--- src/rtl/rlg_pkg.sv ---
// Package: shared request kind codes for the ownership and reservation gate.
// Assumes: a 3-bit kind field on both the request and completion channels.
package rlg_pkg;
    typedef enum logic [2:0] {
        RQ_LOAD   = 3'd0,
        RQ_STORE  = 3'd1,
        RQ_FETCH  = 3'd2,
        RQ_RMW_RD = 3'd3,
        RQ_RMW_WR = 3'd4,
        RQ_LL_RD  = 3'd5,
        RQ_SC_WR  = 3'd6,
        RQ_SPARE  = 3'd7
    } rq_kind_e;
endpackage

--- src/rtl/rlg_owner_track.sv ---
// Module: tracks which processor ID owns the port for RMW sequences and how
// many RMW pairs it has open; produces the accept decision.
// Assumes: owner register uses its top bit as the "no owner" sentinel, so the
// sentinel can never equal a real ID; completions are applied before the
// same-cycle request.
module rlg_owner_track
    import rlg_pkg::*;
#(
    parameter int PID_W = 2,
    parameter int CNT_W = 2
) (
    input  logic             clk,
    input  logic             rst_n,
    input  logic             req_valid,
    input  logic [2:0]       req_kind,
    input  logic [PID_W-1:0] req_pid,
    input  logic             req_probe,
    input  logic             cmp_valid,
    input  logic [2:0]       cmp_kind,
    input  logic [PID_W-1:0] cmp_pid,
    output logic             grant,
    output logic             cmp_bad,
    output logic [PID_W:0]   owner_q,
    output logic [CNT_W-1:0] depth_q
);
    localparam logic [PID_W:0]   NO_OWNER  = {1'b1, {PID_W{1'b0}}};
    localparam logic [CNT_W-1:0] DEPTH_MAX = {CNT_W{1'b1}};
    localparam logic [CNT_W-1:0] DEPTH_ONE = {{(CNT_W-1){1'b0}}, 1'b1};

    logic             owned;
    logic             req_is_owner;
    logic             cmp_is_owner;
    logic             cmp_release;
    logic [PID_W:0]   mid_owner;
    logic [CNT_W-1:0] mid_depth;
    logic [PID_W:0]   nxt_owner;
    logic [CNT_W-1:0] nxt_depth;

    // Decode ownership against the current request and completion.
    always_comb begin
        owned        = !owner_q[PID_W];
        req_is_owner = owned && (owner_q[PID_W-1:0] == req_pid);
        cmp_is_owner = owned && (owner_q[PID_W-1:0] == cmp_pid);
        cmp_release  = cmp_valid && (cmp_kind == RQ_RMW_WR);
        cmp_bad      = cmp_release && !cmp_is_owner;
        grant        = req_valid && (!owned || req_is_owner) &&
                       !((req_kind == RQ_RMW_RD) && req_is_owner && (depth_q == DEPTH_MAX));
    end

    // Apply an RMW-write completion first: count down, release at zero.
    always_comb begin
        mid_owner = owner_q;
        mid_depth = depth_q;
        if (cmp_release && cmp_is_owner) begin
            mid_depth = depth_q - DEPTH_ONE;
            if (depth_q == DEPTH_ONE) begin
                mid_owner = NO_OWNER;
            end
        end
    end

    // Then apply an accepted, non-probe request on top of it.
    always_comb begin
        nxt_owner = mid_owner;
        nxt_depth = mid_depth;
        if (grant && !req_probe) begin
            if (req_kind == RQ_RMW_RD) begin
                nxt_owner = {1'b0, req_pid};
                nxt_depth = mid_depth + DEPTH_ONE;
            end else if (req_is_owner && (req_kind != RQ_RMW_WR)) begin
                nxt_owner = NO_OWNER;
                nxt_depth = '0;
            end
        end
    end

    // Owner and pair-count registers.
    always_ff @(posedge clk) begin
        if (!rst_n) begin
            owner_q <= NO_OWNER;
            depth_q <= '0;
        end else begin
            owner_q <= nxt_owner;
            depth_q <= nxt_depth;
        end
    end
endmodule

--- src/rtl/rlg_resv.sv ---
// Module: single load-linked reservation (valid bit and line) for the port,
// and the conditional-write pass/fail decision at issue.
// Assumes: the grant input is the same-cycle accept decision; a locked-read
// completion in the same cycle as a matching conditional write wins.
module rlg_resv
    import rlg_pkg::*;
#(
    parameter int LINE_W = 4
) (
    input  logic              clk,
    input  logic              rst_n,
    input  logic              grant,
    input  logic [2:0]        req_kind,
    input  logic [LINE_W-1:0] req_line,
    input  logic              req_probe,
    input  logic              cmp_valid,
    input  logic [2:0]        cmp_kind,
    input  logic [LINE_W-1:0] cmp_line,
    output logic              sc_fail,
    output logic              resv_valid_q,
    output logic [LINE_W-1:0] resv_line_q
);
    logic sc_issue;
    logic sc_hit;

    // Decide the conditional write against the held reservation.
    always_comb begin
        sc_issue = grant && !req_probe && (req_kind == RQ_SC_WR);
        sc_hit   = resv_valid_q && (resv_line_q == req_line);
        sc_fail  = sc_issue && !sc_hit;
    end

    // Reservation register: cleared by a passing write, set by a locked read.
    always_ff @(posedge clk) begin
        if (!rst_n) begin
            resv_valid_q <= 1'b0;
            resv_line_q  <= '0;
        end else begin
            if (sc_issue && sc_hit) begin
                resv_valid_q <= 1'b0;
            end
            if (cmp_valid && (cmp_kind == RQ_LL_RD)) begin
                resv_valid_q <= 1'b1;
                resv_line_q  <= cmp_line;
            end
        end
    end
endmodule

--- src/rtl/rlg_rsp.sv ---
// Module: registers the response and error pulses one cycle after the inputs.
// Assumes: all decisions arrive combinationally in the request cycle.
module rlg_rsp (
    input  logic clk,
    input  logic rst_n,
    input  logic req_valid,
    input  logic grant,
    input  logic sc_fail,
    input  logic cmp_bad,
    output logic rsp_valid,
    output logic rsp_accept,
    output logic rsp_sc_fail,
    output logic cmp_err
);
    // Response stage, all pulses last exactly one cycle.
    always_ff @(posedge clk) begin
        if (!rst_n) begin
            rsp_valid   <= 1'b0;
            rsp_accept  <= 1'b0;
            rsp_sc_fail <= 1'b0;
            cmp_err     <= 1'b0;
        end else begin
            rsp_valid   <= req_valid;
            rsp_accept  <= grant;
            rsp_sc_fail <= sc_fail;
            cmp_err     <= cmp_bad;
        end
    end
endmodule

--- src/rtl/rmw_lock_gate.sv ---
// Module: top of the atomic ownership and reservation gate. Joins the owner
// tracker, the reservation register and the response stage.
// Assumes: one request and one completion at most per cycle.
module rmw_lock_gate #(
    parameter int PID_W  = 2,
    parameter int CNT_W  = 2,
    parameter int LINE_W = 4
) (
    input  logic              clk,
    input  logic              rst_n,
    input  logic              req_valid,
    input  logic [2:0]        req_kind,
    input  logic [PID_W-1:0]  req_pid,
    input  logic [LINE_W-1:0] req_line,
    input  logic              req_probe,
    input  logic              cmp_valid,
    input  logic [2:0]        cmp_kind,
    input  logic [PID_W-1:0]  cmp_pid,
    input  logic [LINE_W-1:0] cmp_line,
    output logic              rsp_valid,
    output logic              rsp_accept,
    output logic              rsp_sc_fail,
    output logic              cmp_err
);
    logic              grant;
    logic              cmp_bad;
    logic              sc_fail;
    logic [PID_W:0]    owner_q;
    logic [CNT_W-1:0]  depth_q;
    logic              resv_valid_q;
    logic [LINE_W-1:0] resv_line_q;

    rlg_owner_track #(.PID_W(PID_W), .CNT_W(CNT_W)) own_i (
        .clk(clk), .rst_n(rst_n),
        .req_valid(req_valid), .req_kind(req_kind), .req_pid(req_pid),
        .req_probe(req_probe),
        .cmp_valid(cmp_valid), .cmp_kind(cmp_kind), .cmp_pid(cmp_pid),
        .grant(grant), .cmp_bad(cmp_bad),
        .owner_q(owner_q), .depth_q(depth_q)
    );

    rlg_resv #(.LINE_W(LINE_W)) resv_i (
        .clk(clk), .rst_n(rst_n),
        .grant(grant), .req_kind(req_kind), .req_line(req_line),
        .req_probe(req_probe),
        .cmp_valid(cmp_valid), .cmp_kind(cmp_kind), .cmp_line(cmp_line),
        .sc_fail(sc_fail),
        .resv_valid_q(resv_valid_q), .resv_line_q(resv_line_q)
    );

    rlg_rsp rsp_i (
        .clk(clk), .rst_n(rst_n),
        .req_valid(req_valid), .grant(grant), .sc_fail(sc_fail),
        .cmp_bad(cmp_bad),
        .rsp_valid(rsp_valid), .rsp_accept(rsp_accept),
        .rsp_sc_fail(rsp_sc_fail), .cmp_err(cmp_err)
    );
endmodule

--- config.mk ---
export PLATFORM = sky130hd
export DESIGN_NAME = rmw_lock_gate
export DESIGN_NICKNAME = d
export VERILOG_FILES = /design/src/rtl/rlg_pkg.sv /design/src/rtl/rlg_owner_track.sv /design/src/rtl/rlg_resv.sv /design/src/rtl/rlg_rsp.sv /design/src/rtl/rmw_lock_gate.sv
export SDC_FILE = /design/constraint.sdc
export NUM_CORES = 1
export LEC_CHECK = 0
export CAP_MARGIN = 10
export CELL_PAD_IN_SITES_DETAIL_PLACEMENT = 0
export CELL_PAD_IN_SITES_GLOBAL_PLACEMENT = 2
export CORE_ASPECT_RATIO = 1.75
export CORE_MARGIN = 2
export CORE_UTILIZATION = 26
export DETAILED_ROUTE_END_ITERATION = 10
export MAX_ROUTING_LAYER = met4
export PLACE_DENSITY = 0.87
export SLEW_MARGIN = 20
export SYNTH_ARGS = -nofsm -noshare
export SYNTH_HDL_FRONTEND = slang
export SYNTH_SLANG_ARGS = --single-unit
--- constraint.sdc ---
create_clock -name clk -period 3.21 [get_ports clk]
set_input_delay 0.8025 -clock clk [delete_from_list [all_inputs] [get_ports clk]]
set_output_delay 0.8025 -clock clk [all_outputs]
set_load 0.01 [all_outputs]
==> impl_metrics.json, run 1 <==
{
  "worst_slew_pin_slew_ns": 0.569,
  "grt_remaining_overflow": 0,
  "internal_power_uw": 324,
  "postCtsSetupRepairBufs": 0,
  "gpl.final_weighted_congestion": 0.907,
  "clock_insertion_delay_worst_skew_ns": 0.24,
  "drt_pass1_iterations": 4,
  "crit_path_end_kind": "flip-flop",
  "nFillCells": 269,
  "report.final.setup_viol": 0,
  "die_area_mm2": 0.00330,
  "synth.avg_cell_area_um2": 9.00,
  "route.antenna.remaining_nets": 0,
  "first_global_vias": 770,
  "rr_startpoint": "own_i.depth_q[0]",
  "critPathLaunchType": "primary input",
  "cts-resized-gates": 0,
  "hold_end": "resv_i.resv_line_q[2]",
  "period_share_pct": 73.0,
  "relSlewSlack_pct": 61.7,
  "timing.critical_path.fanout_max": 4,
  "antenna_found_initial": 0,
  "synthesis.nets": 107,
  "layout_min_cycle_time_ns": 2.34,
  "pin_count": 27,
  "synth_area_leaders": "dfxtp_1 (38%), xor2_1 (5.9%), nand2_1 (5.6%), a21oi_1 (4.7%), nor3_1 (4.1%)",
  "placed_instance_count": 135,
  "htree_levels": 1,
  "reg2reg_to": "own_i.depth_q[1]",
  "cts.hold.buffers_added": 0,
  "ys.warnings.count": 0,
  "floorplan.die.height_um": 74.5,
  "final_max_slew_viol_count": 0,
  "synth.ff_latch_count": 14,
  "cts_tree": "done",
  "sequential_element_share_of_the_synthesized_area_pct": 38.0,
  "layout-drive-gt1-share_pct": 6.25,
  "ys_async_sr_fraction_pct": 0,
  "n_antenna_cell": 0,
  "initial_core_util_pct": 27.4,
  "routedWlPerCell_um": 14.0,
  "category_of_the_critical_setup_timing_path": "in -> reg",
  "power_frac_clock_pct": 41.6,
  "syn_area_um2": 738,
  "detail_route.iter0.violations": 17,
  "max_clock_freq_mhz": 426,
  "cellPowerDensity_mw_per_mm2": 379,
  "run_status": "complete, no violations",
  "synth_enable_flop_cells": 0,
  "vdd.ir_drop.worst_mv": 0.196,
  "arrival_ns": 2.46,
  "hpwlAfterDp_um": 1600,
  "clk_root_buffer_cell": "clkbuf_8",
  "min_from": "resv_i.resv_line_q[2]",
  "worstHoldPathCells": 2,
  "cp_data_required_time_ns": 3.33,
  "io_buffers": 26,
  "clk_transition_reported_paths_ns": 0.06,
  "synth_top_area_cell": "dfxtp_1",
  "placeableCoreArea_mm2": 0.00269,
  "comb_power_share_pct": 14.6,
  "cts_inserted_buffers": 3,
  "count_of_mapped_cells_out_of_synthesis": 82,
  "fin_nets": 138,
  "synth.lib_cells_used.distinct": 30,
  "switching_power_uw": 88.3,
  "yosys.area.top_type_share_pct": 38.0,
  "wl_um": 1940,
  "rows": 25,
  "pnr_total_power_uw": 412,
  "final.setup.tns_ns": 0,
  "holdCritPathClass": "reg -> reg",
  "fin_worst_hold_slack_ns": 0.466,
  "total_drc_errors_in_the_routed_layout": 0,
  "flow.area_growth_from_synthesis_pct": 47.3,
  "grt_pass1_wl_um": 3250,
  "stdcell_count": 139,
  "sink_count": 14,
  "groute.usage.overall_pct": 14.0,
  "fp.dieW_um": 44.3,
  "clock-skew-final_ns": 0.00101,
  "synth_ff_type": "dfxtp_1",
  "reg2reg_setup_slack_ns": 1.56,
  "rsz0062_at_grt": "no",
  "p_seq_share_pct": 43.8,
  "finalHoldViolations": 0,
  "p_leak_nw": 0.412,
  "vias_per_cell": 4.94,
  "vias": 687,
  "worst-r2r-cell-count": 6,
  "cts_max_path_buffers": 2,
  "maxCapViolations": 0,
  "grt_max_degree": 9,
  "switching_share_pct": 21.4
}
-- cell families after synthesis --
group / share of synthesized area [%]
and+or+nand+nor: 31.0
adders and majority gates: 3.39
DFF: 38.0
xor gates and xnor gates: 11.7
buffers and inverters: 2.03
muxes: 1.36
AOI/OAI and AO/OA: 12.5
-- per-stage QoR --
stage                     cell area (um^2)  setup WS [ns]  utilization, %
after floorplan                        738           1.23               -
after global placement                1030          0.642            38.4
after detailed placement              1030          0.599            38.4
after CTS                             1090          0.838            40.4
after global routing                  1090          0.773            40.4
final                                 1090          0.865            40.4
-- layout by cell type, fill, tap and decap left out, types with 2 or more instances in the layout --
master / Yosys / final
a21oi_1: 7 / 7
and3_1: 2 / 2
clkbuf_8: 0 / 4
clkdlybuf4s50_1: 0 / 26
dfxtp_1: 14 / 14
ha_1: 2 / 2
inv_1: 4 / 4
nand2_1: 11 / 11
nand3_1: 3 / 3
nand3b_1: 2 / 2
nor2_1: 3 / 3
nor2b_1: 2 / 2
nor3_1: 6 / 6
o21ai_0: 2 / 2
xnor2_1: 3 / 3
xor2_1: 5 / 5
-- state kept, by name (all words and copies together) (netlist names) --
signal and cells:
rsp_i.rsp_sc_fail 1, resv_i.resv_valid_q 1, resv_i.resv_line_q 4, own_i.depth_q 2, rsp_i.cmp_err 1, own_i.owner_q 3, rsp_i.rsp_valid 1, rsp_i.rsp_accept 1
-- routing by layer --
layer | wire length, um | vias up | global-route usage (%)
met5 | 0 | - | -
met4 | 53 | 0 | 7.74
met3 | 69 | 4 | 3.40
met2 | 1120 | 15 | 26.5
met1 | 699 | 321 | 11.8
li1 | - | 347 | -
-- worst max path at each step --
stage	start	end	slack, ns	depth (start not counted)
after global routing	cmp_kind[0]	own_i.depth_q[1]	0.77	6
after floorplan	cmp_kind[0]	own_i.depth_q[0]	1.23	5
final	cmp_kind[0]	own_i.depth_q[1]	0.87	6
after global placement	cmp_kind[0]	own_i.depth_q[1]	0.64	6
after detailed placement	cmp_kind[0]	own_i.depth_q[1]	0.60	6
after CTS	cmp_kind[0]	own_i.depth_q[1]	0.84	6
-- synth_stat cells, types with 2 or more instances --
library cell	number
dfxtp_1	14
nand2_1	11
a21oi_1	7
nor3_1	6
xor2_1	5
inv_1	4
nand3_1	3
nor2_1	3
xnor2_1	3
and3_1	2
ha_1	2
nand3b_1	2
nor2b_1	2
o21ai_0	2
-- power by group through the flow --
| stage | sequential (mW) | clock [mW] | combinational, mW |
|---|---|---|---|
| floorplan | 0.185 | 0 | 0.0202 |
| global placement | 0.184 | 0 | 0.0601 |
| detailed placement | 0.184 | 0 | 0.0604 |
| CTS | 0.181 | 0.180 | 0.0610 |
| global route | 0.181 | 0.190 | 0.0651 |
| finish | 0.181 | 0.172 | 0.0602 |
-- worst max-delay path: stages --
cell	delay, ns
clkdlybuf4s50_1	0.43
nand4bb_4	0.26
nor4_4	0.42
xor2_2	0.25
a2bb2oi_1	0.20
o31ai_1	0.09
-- layout make-up --
cell class                      instances  area [um^2]  area share (%)
Sequential cell                        14          280            25.8
Timing Repair Buffer                   26          260            23.9
Inverter                                4         15.0            1.38
Clock buffer                            4         55.1            5.06
Tap cell                               27         33.8            3.11
Multi-Input combinational cell         64          443            40.7
Note: power is estimated with default switching activity, not from simulation.
==> inputs of run 2 (changes only) <==
--- a/config.mk
+++ b/config.mk
@@ -10,10 +10,10 @@
 export CELL_PAD_IN_SITES_GLOBAL_PLACEMENT = 2
 export CORE_ASPECT_RATIO = 1.75
 export CORE_MARGIN = 2
-export CORE_UTILIZATION = 26
+export CORE_UTILIZATION = 24
 export DETAILED_ROUTE_END_ITERATION = 10
 export MAX_ROUTING_LAYER = met4
-export PLACE_DENSITY = 0.87
+export PLACE_DENSITY = 0.82
 export SLEW_MARGIN = 20
 export SYNTH_ARGS = -nofsm -noshare
 export SYNTH_HDL_FRONTEND = slang
==> constraint.sdc (replaced) <==
create_clock -name clk -period 2.44 [get_ports clk]
set_input_delay 0.61 -clock clk [delete_from_list [all_inputs] [get_ports clk]]
set_output_delay 0.61 -clock clk [all_outputs]
set_load 0.01 [all_outputs]
==> impl_metrics.json, run 2 (synthesized netlist as in run 1, its figures left out) <==
{
  "rsz0062_at_grt": "no",
  "routedWlPerCell_um": 13.2,
  "crit_chain": "clkdlybuf4s50_1 > nand4bb_4 > nor4_4 > xor2_2 > a2bb2oi_1 > o31ai_1",
  "largest_registers": "resv_i.resv_line_q x4, own_i.owner_q x3, own_i.depth_q x2",
  "antenna_found_initial": 0,
  "cts_inserted_buffers": 3,
  "layout_min_cycle_time_ns": 2.12,
  "cp_num_buf_inv": 1,
  "worst-r2r-cell-count": 6,
  "maxCapViolations": 0,
  "report.final.setup_viol": 0,
  "crit_path_end_kind": "flip-flop",
  "cpMaxStageDelayCell": "clkdlybuf4s50_1",
  "initial_core_util_pct": 25.2,
  "clock-skew-final_ns": 0.00127,
  "grt_remaining_overflow": 0,
  "hpwlAfterDp_um": 1580,
  "groute.usage.overall_pct": 12.4,
  "critPathLaunchType": "primary input",
  "layout-drive-gt1-share_pct": 7.89,
  "floorplan.die.height_um": 77.4,
  "fin_worst_hold_slack_ns": 0.467,
  "most_common_library_cell_in_the_layout_ignoring_fill_and_taps": "clkdlybuf4s50_1",
  "finalHoldViolations": 0,
  "wl_met2_um": 1110,
  "rows": 26,
  "critical_path.top_delay_family": "simple AND/OR/NAND/NOR gates",
  "io_buffers": 26,
  "top_signal_layer_used": "met4",
  "wl_um": 1870,
  "cellPowerDensity_mw_per_mm2": 489,
  "clock_insertion_delay_worst_skew_ns": 0.24,
  "final.setup.tns_ns": 0,
  "rr_startpoint": "own_i.depth_q[0]",
  "p_leak_nw": 0.421,
  "final_core_util_pct": 37.7,
  "total_drc_errors_in_the_routed_layout": 0,
  "vias_per_cell": 5.01,
  "relSlewSlack_pct": 73.9,
  "reg2reg_setup_slack_ns": 0.81,
  "sink_count": 14,
  "clk_root_buffer_cell": "clkbuf_8",
  "placed_instance_count": 138,
  "fin_nets": 140,
  "holdCritPathClass": "reg -> reg",
  "final_max_slew_viol_count": 0,
  "category_of_the_critical_setup_timing_path": "in -> reg",
  "grt_max_degree": 9,
  "detail_route.iter0.violations": 18,
  "run_status": "complete, no violations",
  "vias": 712,
  "cts.hold.buffers_added": 0,
  "worst_slew_pin_slew_ns": 0.388,
  "commonest_cells_after_routing_fill_and_taps_aside": "clkdlybuf4s50_1 (26), dfxtp_1 (14), nand2_1 (11)",
  "die_area_mm2": 0.00355,
  "cts_max_path_buffers": 2,
  "htree_levels": 1,
  "registers.top_by_ff_count": "resv_i.resv_line_q",
  "flow.area_growth_from_synthesis_pct": 49.5,
  "grt_pass1_wl_um": 3200,
  "postCtsSetupRepairBufs": 0,
  "first_global_vias": 754,
  "max_clock_freq_mhz": 473,
  "fp.dieW_um": 45.9,
  "cts_tree": "done",
  "pin_count": 27,
  "clk_transition_reported_paths_ns": 0.06,
  "timing.critical_path.fanout_max": 4,
  "stdcell_count": 142,
  "detailroute.wirelength.met3_um": 70,
  "period_share_pct": 86.7,
  "gpl.final_weighted_congestion": 0.775,
  "cp_data_required_time_ns": 2.59,
  "largest_register_ffs": 4,
  "placeableCoreArea_mm2": 0.00293,
  "met1_length_um": 639,
  "arrival_ns": 2.27,
  "cts-resized-gates": 0,
  "min_from": "resv_i.resv_line_q[0]",
  "worstHoldPathCells": 2,
  "drt_pass1_iterations": 4,
  "hold_end": "resv_i.resv_line_q[0]",
  "n_antenna_cell": 0,
  "final.setup.worst_slack_ns": 0.324,
  "reg2reg_to": "own_i.depth_q[0]",
  "vdd.ir_drop.worst_mv": 0.203,
  "pre_cts_ws_ns": 0.0818,
  "max_stage_delay_ns": 0.42,
  "route.antenna.remaining_nets": 0
}
[run 2: power breakdown]
| group | total (mW) | switching, mW | internal [mW] | leakage (nW) |
|---|---|---|---|---|
| clock network | 0.223 | 0.0804 | 0.143 | 0.0288 |
| logic | 0.0793 | 0.0291 | 0.0503 | 0.279 |
| registers | 0.238 | 0.00348 | 0.234 | 0.114 |
[run 2: metrics by stage]
step	power [mW]	area (um^2)
after floorplan	0.270	738
after global placement	0.322	1050
final	0.540	1100
after detailed placement	0.323	1050
after CTS	0.550	1100
after global routing	0.570	1100
[run 2: worst max-delay path by stage]
stage / start / end / slack (ns) / depth (start not counted)
floorplan: cmp_kind[0] / own_i.depth_q[0] / 0.66 / 5
global placement: cmp_kind[0] / own_i.depth_q[1] / 0.07 / 6
detailed placement: cmp_kind[0] / own_i.depth_q[1] / 0.08 / 6
CTS: cmp_kind[0] / own_i.depth_q[1] / 0.32 / 6
global route: cmp_kind[0] / own_i.depth_q[1] / 0.23 / 6
finish: cmp_kind[0] / own_i.depth_q[1] / 0.32 / 6
[run 2: layer usage]
metal | up-vias | global-route usage [%]
li1 | 352 | -
met1 | 327 | 11.7
met2 | 24 | 22.9
met3 | 9 | 1.63
met4 | 0 | 5.71
met5 | - | -
[run 2: layout make-up]
| class | instances | area [um^2] |
|---|---|---|
| clock buffers | 4 | 55.1 |
| flip-flops and latches | 14 | 280 |
| fillers | 301 | 1820 |
| multi-input cells | 64 | 443 |
| well taps | 28 | 35.0 |
| inverters | 4 | 15.0 |
| repair buffers | 28 | 275 |
[run 2: worst min-delay path: stages, from the launching register on]
cell and delay [ns]:
dfxtp_1 0.32, nand2_1 0.05, a21oi_1 0.05
